File: config.mk
export PLATFORM = sky130hd
export DESIGN_NAME = can_err_status
export DESIGN_NICKNAME = d
export VERILOG_FILES = /design/src/rtl/can_err_pkg.sv /design/src/rtl/can_warn_flag.sv /design/src/rtl/can_evt_flag.sv /design/src/rtl/can_err_status.sv
export SDC_FILE = /design/constraint.sdc
export NUM_CORES = 1
export LEC_CHECK = 0
export ABC_AREA = 0
export BUFFER_PORTS_ARGS = -buffer_cell sky130_fd_sc_hd__buf_4
export CORE_MARGIN = 3
export CORE_UTILIZATION = 24
export CTS_CLUSTER_SIZE = 30
export DETAILED_ROUTE_END_ITERATION = 7
export PLACE_DENSITY = 0.82
export SLEW_MARGIN = 5
export SYNTH_ARGS = -nofsm -noshare
export SYNTH_HDL_FRONTEND = slang
export SYNTH_SLANG_ARGS = --single-unit
File: constraint.sdc
create_clock -name clk -period 0.85 [get_ports clk]
set_input_delay 0.17 -clock clk [delete_from_list [all_inputs] [get_ports clk]]
set_output_delay 0.17 -clock clk [all_outputs]
set_load 0.01 [all_outputs]
File: src/rtl/can_err_pkg.sv
// Shared constants for the CAN error/status word: field positions and counts.
// Assumes a 32-bit status word with the flag positions fixed by software decode.
package can_err_pkg;
    localparam int unsigned STAT_W    = 32;
    localparam int unsigned N_EVT     = 3;
    localparam int unsigned N_IRQ     = 5;
    localparam int unsigned N_DIR     = 2;
    localparam int unsigned ERR_W     = 6;
    // field positions inside the status word
    localparam int unsigned P_SYNC    = 18;
    localparam int unsigned P_TXW_F   = 17;
    localparam int unsigned P_RXW_F   = 16;
    localparam int unsigned P_ERR_LO  = 10;
    localparam int unsigned P_TXW_LVL = 9;
    localparam int unsigned P_RXW_LVL = 8;
    localparam int unsigned P_IDLE    = 7;
    localparam int unsigned P_TXBUSY  = 6;
    localparam int unsigned P_FLT_LO  = 4;
    localparam int unsigned P_RXBUSY  = 3;
    localparam int unsigned P_RSV_LO  = 19;
    // interrupt line order
    localparam int unsigned IRQ_TXW   = 4;
    localparam int unsigned IRQ_RXW   = 3;
    // direction index
    localparam int unsigned DIR_TX    = 0;
    localparam int unsigned DIR_RX    = 1;
endpackage

File: src/rtl/can_warn_flag.sv
// One warning-limit detector with its latched interrupt flag.
// Assumes cnt is a stable registered counter value; the limit fits in CNT_W bits.
// Set on a rising crossing of the limit, gated by enable, freeze and (optionally) bus-off.
module can_warn_flag #(
    parameter int unsigned CNT_W     = 8,
    parameter int unsigned WARN_LIM  = 96,
    parameter bit          GATE_BOFF = 1'b1
) (
    input  logic             clk,
    input  logic             rst_n,
    input  logic [CNT_W-1:0] cnt,
    input  logic             warn_en,
    input  logic             bus_off,
    input  logic             freeze,
    input  logic             clr,
    output logic             level,
    output logic             flag
);
    localparam logic [CNT_W-1:0] LIM = CNT_W'(WARN_LIM);

    logic prev_lvl;
    logic set_req;
    logic boff_blk;

    // level compare against the warning limit
    assign level    = (cnt >= LIM);
    assign boff_blk = GATE_BOFF & bus_off;
    // rising crossing, only when enabled and allowed
    assign set_req  = level & ~prev_lvl & warn_en & ~freeze & ~boff_blk;

    // history of the compare result for edge detection
    always_ff @(posedge clk) begin
        if (!rst_n) prev_lvl <= 1'b0;
        else        prev_lvl <= level;
    end

    // flag: frozen in freeze mode, set beats clear otherwise
    always_ff @(posedge clk) begin
        if (!rst_n)       flag <= 1'b0;
        else if (freeze)  flag <= flag;
        else if (set_req) flag <= 1'b1;
        else if (clr)     flag <= 1'b0;
    end
endmodule

File: src/rtl/can_evt_flag.sv
// Sticky event flag with write-one-to-clear; a same-cycle set wins.
// Assumes set is a one-cycle pulse synchronous to clk.
module can_evt_flag (
    input  logic clk,
    input  logic rst_n,
    input  logic set,
    input  logic clr,
    output logic flag
);
    // latch the event, clear on request unless a new event arrives
    always_ff @(posedge clk) begin
        if (!rst_n)   flag <= 1'b0;
        else if (set) flag <= 1'b1;
        else if (clr) flag <= 1'b0;
    end
endmodule

File: src/rtl/can_err_status.sv
// CAN error/status word with warning and event interrupt flags.
// Assumes all inputs are synchronous to clk; the register port is a one-cycle
// write strobe and the status word is always readable.
module can_err_status
    import can_err_pkg::*;
#(
    parameter int unsigned CNT_W    = 8,
    parameter int unsigned WARN_LIM = 96
) (
    input  logic                clk,
    input  logic                rst_n,
    input  logic [CNT_W-1:0]    tx_err_cnt,
    input  logic [CNT_W-1:0]    rx_err_cnt,
    input  logic                sync_ok,
    input  logic                bus_off,
    input  logic                freeze,
    input  logic                warn_en,
    input  logic [5:0]          err_bits,
    input  logic                idle_st,
    input  logic                tx_busy,
    input  logic                rx_busy,
    input  logic [1:0]          fault_st,
    input  logic [2:0]          int_evt,
    input  logic [4:0]          int_mask,
    input  logic                reg_wr,
    input  logic [31:0]         reg_wdata,
    output logic [31:0]         stat_word,
    output logic [4:0]          irq
);
    logic [CNT_W-1:0] cnt_dir  [N_DIR];
    logic [N_DIR-1:0] lvl_dir;
    logic [N_DIR-1:0] wflag;
    logic [N_DIR-1:0] wclr;
    logic [N_EVT-1:0] eflag;
    logic [N_EVT-1:0] eclr;
    logic [N_DIR-1:0] wvis;

    assign cnt_dir[DIR_TX] = tx_err_cnt;
    assign cnt_dir[DIR_RX] = rx_err_cnt;
    assign wclr[DIR_TX]    = reg_wr & reg_wdata[P_TXW_F];
    assign wclr[DIR_RX]    = reg_wr & reg_wdata[P_RXW_F];
    assign eclr            = {N_EVT{reg_wr}} & reg_wdata[N_EVT-1:0];

    // one warning detector per direction; only transmit is blocked by bus-off
    for (genvar d = 0; d < N_DIR; d++) begin : g_warn
        can_warn_flag #(
            .CNT_W     (CNT_W),
            .WARN_LIM  (WARN_LIM),
            .GATE_BOFF (d == DIR_TX)
        ) i_warn (
            .clk     (clk),
            .rst_n   (rst_n),
            .cnt     (cnt_dir[d]),
            .warn_en (warn_en),
            .bus_off (bus_off),
            .freeze  (freeze),
            .clr     (wclr[d]),
            .level   (lvl_dir[d]),
            .flag    (wflag[d])
        );
    end

    // one sticky flag per event pulse
    for (genvar e = 0; e < N_EVT; e++) begin : g_evt
        can_evt_flag i_evt (
            .clk   (clk),
            .rst_n (rst_n),
            .set   (int_evt[e]),
            .clr   (eclr[e]),
            .flag  (eflag[e])
        );
    end

    // warning flags are hidden while the warning enable is low
    assign wvis = wflag & {N_DIR{warn_en}};

    // pack the status word
    always_comb begin
        stat_word                             = '0;
        stat_word[P_SYNC]                     = sync_ok;
        stat_word[P_TXW_F]                    = wvis[DIR_TX];
        stat_word[P_RXW_F]                    = wvis[DIR_RX];
        stat_word[P_ERR_LO+ERR_W-1:P_ERR_LO]  = err_bits;
        stat_word[P_TXW_LVL]                  = lvl_dir[DIR_TX];
        stat_word[P_RXW_LVL]                  = lvl_dir[DIR_RX];
        stat_word[P_IDLE]                     = idle_st;
        stat_word[P_TXBUSY]                   = tx_busy;
        stat_word[P_FLT_LO+1:P_FLT_LO]        = fault_st;
        stat_word[P_RXBUSY]                   = rx_busy;
        stat_word[N_EVT-1:0]                  = eflag;
    end

    // masked interrupt lines
    assign irq = {wvis[DIR_TX], wvis[DIR_RX], eflag} & int_mask;
endmodule

# Yosys cells after proc, flatten, opt, wreduce, memory -nomap -nowiden
# Cells that the tools add are included.
# word_totals
inputBits,74
regBits,7
output_inout_bits,37
wordCells,42
# op_classes
bitwise_logic,16
n_lt_le_gt_ge,2
n_reduce_logical,7
mux,10
# op_table
op,count
"8-bit by 7-bit >= comparator with 1-bit output, second input constant",2
1-bit two-way mux,10
2-bit nonzero test,5
1-bit bitwise AND,9
5-bit bitwise AND,1
1-bit inverter,4
2-bit AND reduction,2
3-bit bitwise AND,1
2-bit bitwise AND,1

# Depth between registers and ports, before layout
# Gate-level depths: netlist (run 1).
# logic_depth
word_depth,7
depth_mapped,3

# Hierarchy
# From an unflattened synthesis (run 1), not the netlist that was laid out.
# hier_totals
hier_cells,65
area_unflattened_um2,565.5
# by_module_without_submodules
module,cells_per_inst,n_inst,area_each_um2
can_err_status,38,1,269.0
can_evt_flag,3,3,41.3
can_warn_flag (g_warn[0].i_warn),9,1,88.8
can_warn_flag (g_warn[1].i_warn),9,1,83.8

# Worst setup path before layout (run 1)
# Ideal clock, no wire load.
# synth_timing
kind,input port to output port
start,input port rx_err_cnt[5]
end,output port stat_word[8]
required_time_ns,0.680
arrival_time_ns,0.583
setup_slack_ns,0.097
cell_stages,3
path_cell_list,a21oi_1 -> inv_1 -> buf_4
# synth_between
elab_chain_len,1
# synth_rtl
item,line_no,source
from (decl),can_err_status.sv:13,"input logic [CNT_W-1:0] rx_err_cnt,"
8-bit by 7-bit >= comparator with 1-bit output,can_warn_flag.sv:26,assign level = (cnt >= LIM);
to (decl),can_err_status.sv:27,"output logic [31:0] stat_word,"
# No other way between the ends.

# Worst setup path in the final report (run 1)
# layout_timing
start,register g_warn[1].i_warn.flag
end,output port irq[3]
# layout_between
elab_chain_len,2
# layout_rtl
item,line_no,source
from (decl),can_warn_flag.sv:17,output logic flag
from (signal assigned),can_warn_flag.sv:40,else if (freeze) flag <= flag;
2-bit bitwise AND,can_err_status.sv:75,assign wvis = wflag & {N_DIR{warn_en}};
5-bit bitwise AND,can_err_status.sv:94,"assign irq = {wvis[DIR_TX], wvis[DIR_RX], eflag} & int_mask;"
to (decl),can_err_status.sv:28,output logic [4:0] irq
# No other way between the ends.

==> summary.txt, run 1 <==
Finish
  • NumNets Final: 168
  • Synthesis-to-finish area growth: 44.3%
  • Final cell area excluding filler cells: about 800 sq um
  • Fraction of final layout cells with drive strength greater than 1: 0.613
  • Fillers: 226
  • Diodes inserted: 0

Drt
  • Total wire length after detailed routing: 1320 microns
  • First DRT Iteration DRCs: 5
  • Routed wire length per instance: 11.0 microns
  • Routed vias/inst: 3.85
  • DR vias: 462
  • Residual antenna-violating net count after detailed routing: 0
  • Post-route DRC: 0
  • Pre-antenna DRT Iters: 2

Clocking
  • H-tree lvl count: 1
  • TritonCTS Buffers: 3
  • CTS sink count: 7
  • Clock edge transition at the registers on the reported setup and hold paths: 50 ps
  • Skew-Pair Late Insertion Delay: 250 ps
  • CTS tree: built
  • Hold bufs inserted after CTS: 0
  • CTS max path bufs: 2
  • Root buffer selected by CTS: sky130_fd_sc_hd__clkbuf_4

Setup path
  • Endpoint kind of the worst setup timing path: output port
  • Family with the most delay on the worst path: flip-flops
  • Logic depth of the worst register-to-register path: 4
  • Slowest cell on the critical path: sky130_fd_sc_hd__dfxtp_2
  • Critical Path, Cell by Cell: and3_1, buf_6
  • Startpoint Class: flip-flop
  • Max incr delay on CP: 330 ps
  • Critical path type: flip-flop to output port
  • Reg-to-reg startpoint: g_evt[0].i_evt.flag
  • Capture point of the worst reg-to-reg path: g_evt[0].i_evt.flag
  • Worst-path maximum fanout: 3
  • Reg2reg setup slack: 30 ps
  • Signal arrival time at the worst endpoint: 830 ps
  • Number of buffer and inverter instances along the worst setup path: 1
  • Critical path required time: 680 ps

Yosys
  • Number of flops mapped to enable cells by yosys: 0
  • Biggest area consumer among synthesized cells: sky130_fd_sc_hd__buf_4
  • Synthesized area per cell: 8.25 sq um
  • Post-synthesis register bit count: 7
  • Biggest area contributors in the synthesized netlist: sky130_fd_sc_hd__buf_4 (41%), sky130_fd_sc_hd__dfxtp_1 (25%), sky130_fd_sc_hd__and2_1 (5.7%)
  • Share of the synthesized area in the top cell type: 0.407
  • Count of unique library cells instantiated by Yosys: 14
  • Synth async-reset ratio: 0
  • Cells after synthesis: 67
  • Cell area after synthesis: ~550 sq um
  • Portion of the post-synthesis area used by sequential elements: 0.253
  • Dominant cell by count in the synthesized netlist: sky130_fd_sc_hd__buf_4
  • Ys Warns: 0
  • Predominant post-synthesis flop cell: sky130_fd_sc_hd__dfxtp_1
  • Top cell types by occurrence after synthesis: sky130_fd_sc_hd__buf_4 (30), sky130_fd_sc_hd__dfxtp_1 (7), sky130_fd_sc_hd__a21oi_1 (5), sky130_fd_sc_hd__and2_1 (5), sky130_fd_sc_hd__nor2b_1 (5)

STA
  • RSZ-0062 raised after global routing: yes
  • Setup skew after layout: approximately 1.9 ps
  • Worst path setup slack after routing: -147 ps
  • Period utilisation layout: 1.17
  • Post-route setup TNS: -1100 ps
  • Slew Viols, Final: 0
  • Final Critical Period: 997 ps
  • Setup Viol. Count Final: 10
  • Maximum operating frequency: ~1 GHz
  • Number of failing hold endpoints at the final stage: 0

Hold path
  • Hold wc startpoint: bus_off
  • Hold path depth: 2
  • Worst hold path endpoint: g_warn[0].i_warn.flag
  • Type of the most critical hold path: input port to flip-flop

Power
  • Static power due to leakage: 0.414 nW
  • Power per cell area: 1180 mW/mm^2
  • Highest ir drop seen on vdd: ~0.00057 V

Floorplan
  • Height of the die: 54.0 microns
  • Initial standard-cell utilization of the core: 0.268
  • Number of primary I/O pins: 111
  • Area of the die: ~0.0029 sq mm
  • Horizontal die dimension: about 54 microns
  • Number of rows created at floorplan: 16
  • Floorplan Core Area: 0.00206 sq mm

GRT
  • Via count of the first global-routing pass: 474
  • Antenna violations before repair: 0
  • Global-route total usage across every layer: 0.0923
  • Maximum number of pins on one net before global-route repair: 9
  • Wire length of the first global-routing pass: 1810 microns
  • Overflow left after global routing: 0

Place
  • Number of I/O port buffers: 36
  • HPWL after DPL: 1110 microns
  • Gpl congestion: 0.650
  • DP Area: 692 sq um

Run status
  • Violations in the final reports: negative setup slack
  • Outcome: finished, violations left

Run
  • Max Cap Viol: 0
metrics by stage:
stage | power, W | utilization | cells | hold WS [ps] | worst slack, ps
5_1_grt | 0.00102 | 0.387 | 120 | 86.5 | -207
4_1_cts | 0.000947 | 0.380 | 119 | 99.9 | -162
6_report | 0.000939 | 0.387 | 120 | 108 | -147
3_5_place_dp | 0.000604 | 0.336 | 114 | 340 | 9.30
2_1_floorplan | 0.000574 | - | 79 | 270 | 96.8
3_3_place_gp | 0.000596 | 0.336 | 114 | 340 | 38.9
flip-flops by register name, indices dropped and copies added (netlist names):
register	count
g_evt.i_evt.flag	3
g_warn.i_warn.flag	2
g_warn.i_warn.prev_lvl	2
layout by cell type, fill, tap and decap left out, drive strengths merged:
cell / instances
nor2b: 5
conb: 13
nand3b: 3
and3: 2
nand3: 2
buf: 40
and2: 5
o31ai: 1
dfxtp: 7
clkbuf: 4
nand2: 3
o41ai: 1
a21oi: 5
inv: 2
power breakdown:
group | internal [W] | switching [W]
combinational | 0.000165 | 0.000109
sequential | 0.000352 | 0.0000138
clock | 0.000179 | 0.000120
layer usage:
layer	vias to the layer above	routed length, microns	GRT usage
li1	225	-	-
met1	200	344	0.0639
met2	31	773	0.181
met3	6	165	0.0360
met4	0	34	0.0830
met5	-	0	0
cell families (layout without fill, tap and decap cells):
family / Yosys count / after routing / share of synthesized area
AOI/OAI and AO/OA: 7 / 7 / 0.0973
buffers and inverters: 32 / 46 / 0.421
DFF: 7 / 7 / 0.253
other: 1 / 13 / 0.00678
and+or+nand+nor: 20 / 20 / 0.222
layout make-up:
cell class                 count  area, sq um  share of cell area
timing repair buffer          40          342               0.428
multi-input combinational     40          243               0.304
sequential                     7          146               0.183
tap                           27         33.8              0.0423
clock buffer                   4         26.3              0.0329
inverter                       2         7.51             0.00940
worst register-to-register path: cells and delay by family (launching register included):
family	cells	cell delay (ps)
flip-flops	1	320
AND/OR/NAND/NOR	1	50
buffers and inverters	2	230
AO/OA/AOI/OAI	1	110
how the worst max path moves through the flow:
stage / startpoint / endpoint / slack (ps) / cells after the start
after floorplan: rx_err_cnt[5] / stat_word[8] / 100 / 3
after global placement: tx_err_cnt[5] / stat_word[9] / 40 / 4
after detailed placement: tx_err_cnt[5] / g_warn[0].i_warn.flag / 9 / 4
after CTS: g_warn[0].i_warn.flag / irq[4] / -160 / 2
after global routing: g_warn[0].i_warn.flag / irq[4] / -210 / 2
final: g_warn[1].i_warn.flag / irq[3] / -150 / 2
what timing repair did:
item / in CTS / in global routing
endpoints found under the hold margin: 0 / 0
setup endpoints to repair: 10 / 12
buffers inserted: 1 / 1
gates resized for setup: 20 / 2
Note: power is estimated with default switching activity, not from simulation.
==> run 2: changes to the inputs <==
BUFFER_PORTS_ARGS = -buffer_cell sky130_fd_sc_hd__buf_2   (was -buffer_cell sky130_fd_sc_hd__buf_4)
==> summary.txt, run 2 (synthesized netlist as in run 1, its figures left out) <==
Run status
  • Outcome: finished, violations left (unchanged)
  • Violations in the final reports: negative setup slack (unchanged)

Place
  • Gpl congestion: 0.675 (was 0.650)
  • Number of I/O port buffers: 36 (unchanged)
  • HPWL after DPL: 1010 microns (was 1110 microns)
  • Placed Cells incl. Taps: 114 (unchanged)

GRT
  • Maximum number of pins on one net before global-route repair: 9 (unchanged)
  • Global-route total usage across every layer: 0.0792 (was 0.0923)
  • Via count of the first global-routing pass: 397 (was 474)
  • Antenna violations before repair: 0 (unchanged)
  • Wire length of the first global-routing pass: 1620 microns (was 1810 microns)
  • Overflow left after global routing: 0 (unchanged)

Finish
  • Utilization after layout: 0.350 (was 0.387)
  • Number of flip-flops in the largest register: 3 (unchanged)
  • Largest registers: g_evt.i_evt.flag (3), g_warn.i_warn.flag (2), g_warn.i_warn.prev_lvl (2) (unchanged)
  • Most frequent cells in the layout: sky130_fd_sc_hd__buf_2 (30), sky130_fd_sc_hd__conb_1 (13), sky130_fd_sc_hd__buf_6 (7) (was sky130_fd_sc_hd__buf_4 (29), sky130_fd_sc_hd__conb_1 (13), sky130_fd_sc_hd__buf_6 (11), sky130_fd_sc_hd__nor2b_1 (5), sky130_fd_sc_hd__dfxtp_2 (5))
  • Synthesis-to-finish area growth: 30.3% (was 44.3%)
  • Diodes inserted: 0 (unchanged)
  • Fraction of final layout cells with drive strength greater than 1: 0.611 (was 0.613)
  • Fillers: 223 (was 226)
  • Most frequent standard cell in the layout excluding fill and tap cells: sky130_fd_sc_hd__buf_2 (was sky130_fd_sc_hd__buf_4)
  • NumNets Final: 170 (was 168)
  • Fin cells: 122 (was 120)
  • Register with the most flip-flops: g_evt.i_evt.flag (unchanged)

Hold path
  • Worst hold path endpoint: g_warn[0].i_warn.flag (unchanged)
  • Hold path depth: 2 (unchanged)
  • Type of the most critical hold path: input port to flip-flop (unchanged)
  • Hold wc startpoint: bus_off (unchanged)

Floorplan
  • Floorplan Core Area: 0.00206 sq mm (unchanged)
  • Height of the die: 54.0 microns (unchanged)
  • Area of the die: 0.00292 sq mm (unchanged)
  • Number of primary I/O pins: 111 (unchanged)
  • Initial standard-cell utilization of the core: 0.268 (unchanged)
  • Number of rows created at floorplan: 16 (unchanged)
  • Horizontal die dimension: 54.0 microns (unchanged)

Clocking
  • CTS sink count: 7 (unchanged)
  • Skew-Pair Late Insertion Delay: 240 ps (was 250 ps)
  • CTS max path bufs: 2 (unchanged)
  • CTS tree: built (unchanged)
  • Root buffer selected by CTS: sky130_fd_sc_hd__clkbuf_4 (unchanged)
  • Hold bufs inserted after CTS: 0 (unchanged)
  • H-tree lvl count: 1 (unchanged)
  • Clock edge transition at the registers on the reported setup and hold paths: 50 ps (about the same)
  • TritonCTS Buffers: 3 (unchanged)

Setup path
  • Critical path type: flip-flop to output port (unchanged)
  • Critical Path, Cell by Cell: and3_1, buf_2 (was and3_1, buf_6)
  • Slowest cell on the critical path: sky130_fd_sc_hd__dfxtp_2 (unchanged)
  • Family with the most delay on the worst path: flip-flops (unchanged)
  • Reg-to-reg startpoint: g_evt[2].i_evt.flag (was g_evt[0].i_evt.flag)
  • Worst-path maximum fanout: 3 (unchanged)
  • Reg2reg setup slack: 30 ps (about the same)
  • Critical path required time: 680 ps (about the same)
  • Max incr delay on CP: 330 ps (about the same)
  • Capture point of the worst reg-to-reg path: g_evt[2].i_evt.flag (was g_evt[0].i_evt.flag)
  • Signal arrival time at the worst endpoint: 870 ps (was 830 ps)
  • Endpoint kind of the worst setup timing path: output port (unchanged)
  • Logic depth of the worst register-to-register path: 4 (unchanged)
  • Startpoint Class: flip-flop (unchanged)
  • Number of buffer and inverter instances along the worst setup path: 1 (unchanged)

Power
  • Power per cell area: 1240 mW/mm^2 (was 1180 mW/mm^2)
  • Highest ir drop seen on vdd: 0.000408 V (was 0.000573 V)
  • Static power due to leakage: 0.396 nW (was 0.414 nW)

STA
  • Final Critical Period: 1040 ps (was 997 ps)
  • Setup Viol. Count Final: 8 (was 10)
  • Setup skew after layout: 5.06 ps (was 1.88 ps)
  • RSZ-0062 raised after global routing: yes (unchanged)
  • Worst path setup slack after routing: -185 ps (was -147 ps)
  • Maximum operating frequency: 0.966 GHz (was 1.00 GHz)
  • Number of failing hold endpoints at the final stage: 0 (unchanged)
  • Slew Viols, Final: 0 (unchanged)
  • Period utilisation layout: 1.22 (was 1.17)

Drt
  • Total wire length after detailed routing: 1250 microns (was 1320 microns)
  • First DRT Iteration DRCs: 2 (was 5)
  • DR vias: 469 (was 462)
  • Post-route DRC: 0 (unchanged)
  • Routed wire length per instance: 10.2 microns (was 11.0 microns)
  • Residual antenna-violating net count after detailed routing: 0 (unchanged)
  • Pre-antenna DRT Iters: 2 (unchanged)
  • Routed vias/inst: 3.84 (was 3.85)

Run
  • Max Cap Viol: 0 (unchanged)
==> run 2: cell types whose count changed in the layout (fill, tap and decap cells not counted) <==
cell / change
sky130_fd_sc_hd__and2_1: +1
sky130_fd_sc_hd__buf_2: +30
sky130_fd_sc_hd__and2_4: -1
sky130_fd_sc_hd__buf_6: -4
sky130_fd_sc_hd__buf_4: -24
==> run 2: worst register-to-register path, cell delays in order, from the launching register on <==
cell                      delay [ps]
sky130_fd_sc_hd__dfxtp_2         320
sky130_fd_sc_hd__buf_6           110
sky130_fd_sc_hd__buf_4           120
sky130_fd_sc_hd__a21oi_1         110
sky130_fd_sc_hd__nor2b_1          50
==> run 2: worst max-delay path by stage <==
stage | from | endpoint | slack (ps) | cells past startpoint
after floorplan | rx_err_cnt[5] | stat_word[8] | 100 | 3
after global placement | tx_err_cnt[5] | stat_word[9] | 40 | 4
after detailed placement | tx_err_cnt[5] | g_warn[0].i_warn.flag | -10 | 4
after CTS | g_warn[0].i_warn.flag | irq[4] | -160 | 2
after global routing | g_warn[1].i_warn.flag | irq[3] | -260 | 2
final | g_warn[1].i_warn.flag | irq[3] | -190 | 2
==> run 2: report_power, final <==
part | total [W] | switching [W] | internal (W) | leakage [nW]
Clock | 0.000294 | 0.000115 | 0.000179 | 0.0150
Combinational | 0.000237 | 0.000109 | 0.000129 | 0.321
Sequential | 0.000365 | 0.0000125 | 0.000353 | 0.0597
Total | 0.000896 | 0.000236 | 0.000660 | 0.396
==> run 2: through the flow <==
step	setup WS [ps]	instance area, sq um	hold WS, ps	setup TNS [ps]	total power, W
global placement	37.4	602	340	0	0.000549
detailed placement	-12.5	602	340	-12.5	0.000556
floorplan	96.8	598	270	0	0.000574
global route	-261	721	120	-1420	0.000966
finish	-185	721	120	-1070	0.000896
CTS	-160	668	116	-1120	0.000888
==> run 2: repair_timing <==
| item | 4_1_cts | 5_1_grt |
|---|---|---|
| cloned | 0 | 0 |
| setup endpoints to repair | 10 | 12 |
| buffers inserted | 2 | 2 |
| gates resized for setup | 8 | 9 |
==> run 2: final cells by class <==
class                           instances  area, sq um  share of cell area
Timing Repair Buffer                   42          267               0.370
Sequential cell                         7          146               0.203
Tap cell                               27         33.8              0.0469
Multi-Input combinational cell         40          240               0.333
Clock buffer                            4         26.3              0.0365
Inverter                                2         7.51              0.0104
==> run 2: routing by layer <==
layer,global-route usage,wire [microns]
met3,0.0277,158
met2,0.143,708
met1,0.0724,375
met4,0.0581,8
met5,0,0
==> run 3: changes to the inputs <==
BUFFER_PORTS_ARGS = -buffer_cell sky130_fd_sc_hd__clkbuf_2   (was -buffer_cell sky130_fd_sc_hd__buf_2)
CORE_UTILIZATION = 22   (was 24)
PLACE_DENSITY = 0.76   (was 0.82)
clock period = 0.9 ns   (was 0.85 ns; I/O delays follow)
==> summary.txt, run 3 (synthesized netlist as in run 1, its figures left out) <==
Finish
  • Largest registers: g_evt.i_evt.flag (3), g_warn.i_warn.flag (2), g_warn.i_warn.prev_lvl (2) (unchanged)
  • Most frequent cells in the layout: sky130_fd_sc_hd__clkbuf_2 (29), sky130_fd_sc_hd__conb_1 (13), sky130_fd_sc_hd__a21oi_1 (5), sky130_fd_sc_hd__nor2b_1 (5), sky130_fd_sc_hd__dfxtp_2 (5) (was sky130_fd_sc_hd__buf_2 (30), sky130_fd_sc_hd__conb_1 (13), sky130_fd_sc_hd__buf_6 (7))
  • Most frequent standard cell in the layout excluding fill and tap cells: sky130_fd_sc_hd__clkbuf_2 (was sky130_fd_sc_hd__buf_2)
  • Diodes inserted: 0 (unchanged)
  • Number of flip-flops in the largest register: 3 (unchanged)
  • Fraction of final layout cells with drive strength greater than 1: 0.570 (was 0.611)
  • Register with the most flip-flops: g_evt.i_evt.flag (unchanged)
  • Synthesis-to-finish area growth: 23.1% (was 30.3%)
  • NumNets Final: 168 (was 170)

Setup path
  • Signal arrival time at the worst endpoint: 830 ps (was 870 ps)
  • Worst-path maximum fanout: 3 (unchanged)
  • Endpoint kind of the worst setup timing path: output port (unchanged)
  • Critical path required time: 720 ps (was 680 ps)
  • Startpoint Class: flip-flop (unchanged)
  • Critical path type: flip-flop to output port (unchanged)

Drt
  • Pre-antenna DRT Iters: 2 (unchanged)
  • First DRT Iteration DRCs: 1 (was 2)
  • Post-route DRC: 0 (unchanged)
  • Total wire length after detailed routing: 1130 microns (was 1250 microns)
  • Routed vias/inst: 3.76 (was 3.84)
  • DR vias: 455 (was 469)
  • Residual antenna-violating net count after detailed routing: 0 (unchanged)
  • Routed wire length per instance: 9.31 microns (was 10.2 microns)

Floorplan
  • Height of the die: 56.1 microns (was 54.0 microns)
  • Number of primary I/O pins: 111 (unchanged)
  • Floorplan Core Area: 0.00230 sq mm (was 0.00206 sq mm)
  • Area of the die: 0.00315 sq mm (was 0.00292 sq mm)
  • Horizontal die dimension: 56.1 microns (was 54.0 microns)
  • Initial standard-cell utilization of the core: 0.241 (was 0.268)
  • Number of rows created at floorplan: 17 (was 16)

Clocking
  • CTS tree: built (unchanged)
  • H-tree lvl count: 1 (unchanged)
  • CTS sink count: 7 (unchanged)
  • Clock edge transition at the registers on the reported setup and hold paths: 50 ps (about the same)
  • Root buffer selected by CTS: sky130_fd_sc_hd__clkbuf_4 (unchanged)
  • Skew-Pair Late Insertion Delay: 240 ps (about the same)
  • Hold bufs inserted after CTS: 0 (unchanged)
  • CTS max path bufs: 2 (unchanged)
  • TritonCTS Buffers: 3 (unchanged)

STA
  • RSZ-0062 raised after global routing: yes (unchanged)
  • Setup skew after layout: 0.0302 ps (was 5.06 ps)
  • Period utilisation layout: 1.12
  • Hold_ws: 121 ps (was 120 ps)
  • Final Critical Period: just over 1000 ps
  • Worst path setup slack after routing: -112 ps (was -185 ps)
  • Slew Viols, Final: 0 (unchanged)
  • Number of failing hold endpoints at the final stage: 0 (unchanged)
  • Maximum operating frequency: 0.988 GHz
  • Post-route setup TNS: -722 ps (was -1070 ps)
  • Setup Viol. Count Final: 8 (unchanged)

Power
  • Highest ir drop seen on vdd: 0.000336 V (was 0.000408 V)
  • Static power due to leakage: 0.381 nW (was 0.396 nW)
  • Power per cell area: 1210 mW/mm^2 (was 1240 mW/mm^2)
  • Total power draw: 0.000822 W (was 0.000896 W)

Run status
  • Outcome: finished, violations left (unchanged)
  • Violations in the final reports: negative setup slack (unchanged)

Hold path
  • Type of the most critical hold path: input port to flip-flop (unchanged)

Place
  • Number of I/O port buffers: 36 (unchanged)
  • Post-place setup slack: 61.3 ps (was -12.5 ps)
  • Gpl congestion: 0.699 (was 0.675)
  • HPWL after DPL: 1010 microns (about the same)

GRT
  • Maximum number of pins on one net before global-route repair: 9 (unchanged)
  • Overflow left after global routing: 0 (unchanged)
  • Via count of the first global-routing pass: 445 (was 397)
  • Wire length of the first global-routing pass: 1860 microns (was 1620 microns)
  • Antenna violations before repair: 0 (unchanged)
  • Global-route total usage across every layer: 0.0748 (was 0.0792)

Run
  • Max Cap Viol: 0 (unchanged)
## run 3: changes by cell type in the layout (fill, tap and decap cells not counted), sizes merged
cell | previous run | this run
buf | 42 | 11
clkbuf | 4 | 33
## run 3: power breakdown
part,switching (W),internal [W],leakage (nW)
sequential,0.0000110,0.000333,0.0597
combinational,0.0000957,0.000103,0.307
clock,0.000110,0.000169,0.0150
## run 3: layer usage
metal	part of all wire	GRT usage	vias up
met1	0.31	0.0699	202
li1	-	-	226
met5	0	0	-
met2	0.57	0.137	27
met3	0.12	0.0418	0
met4	0	0.0237	0
## run 3: layout make-up
class                      instances  area, sq um
inverter                           2         7.51
tap                               28         35.0
multi-input combinational         40          233
fill                             257         1620
timing repair buffer              40          233
clock buffer                       4         26.3
sequential                         7          146
## run 3: metrics by stage
step | area, sq um | util | std cells
after floorplan | 598 | - | 79
after detailed placement | 603 | 0.263 | 115
after global routing | 681 | 0.296 | 121
final | 681 | 0.296 | 121
after CTS | 643 | 0.280 | 120
after global placement | 603 | 0.263 | 115
## run 3: worst max-delay path, stage by stage (launching register included)
cell                      delay, ps
sky130_fd_sc_hd__dfxtp_2        330
sky130_fd_sc_hd__and3_4         170
sky130_fd_sc_hd__buf_6          100
## run 3: repair_timing
action / CTS / global route
buffers inserted: 1 / 1
gates resized for setup: 5 / 13
endpoints found under the setup margin: 10 / 10
## run 3: path summary, 6_finish.rpt
check	to	slack (ps)	start	depth (start not counted)
worst max-delay path	irq[3]	-110	g_warn[1].i_warn.flag	2
worst max register to register	g_evt[1].i_evt.flag	200	g_evt[1].i_evt.flag	3
worst min-delay path	g_warn[0].i_warn.flag	120	bus_off	2
worst min register to register	g_warn[1].i_warn.flag	420	g_warn[1].i_warn.prev_lvl	1
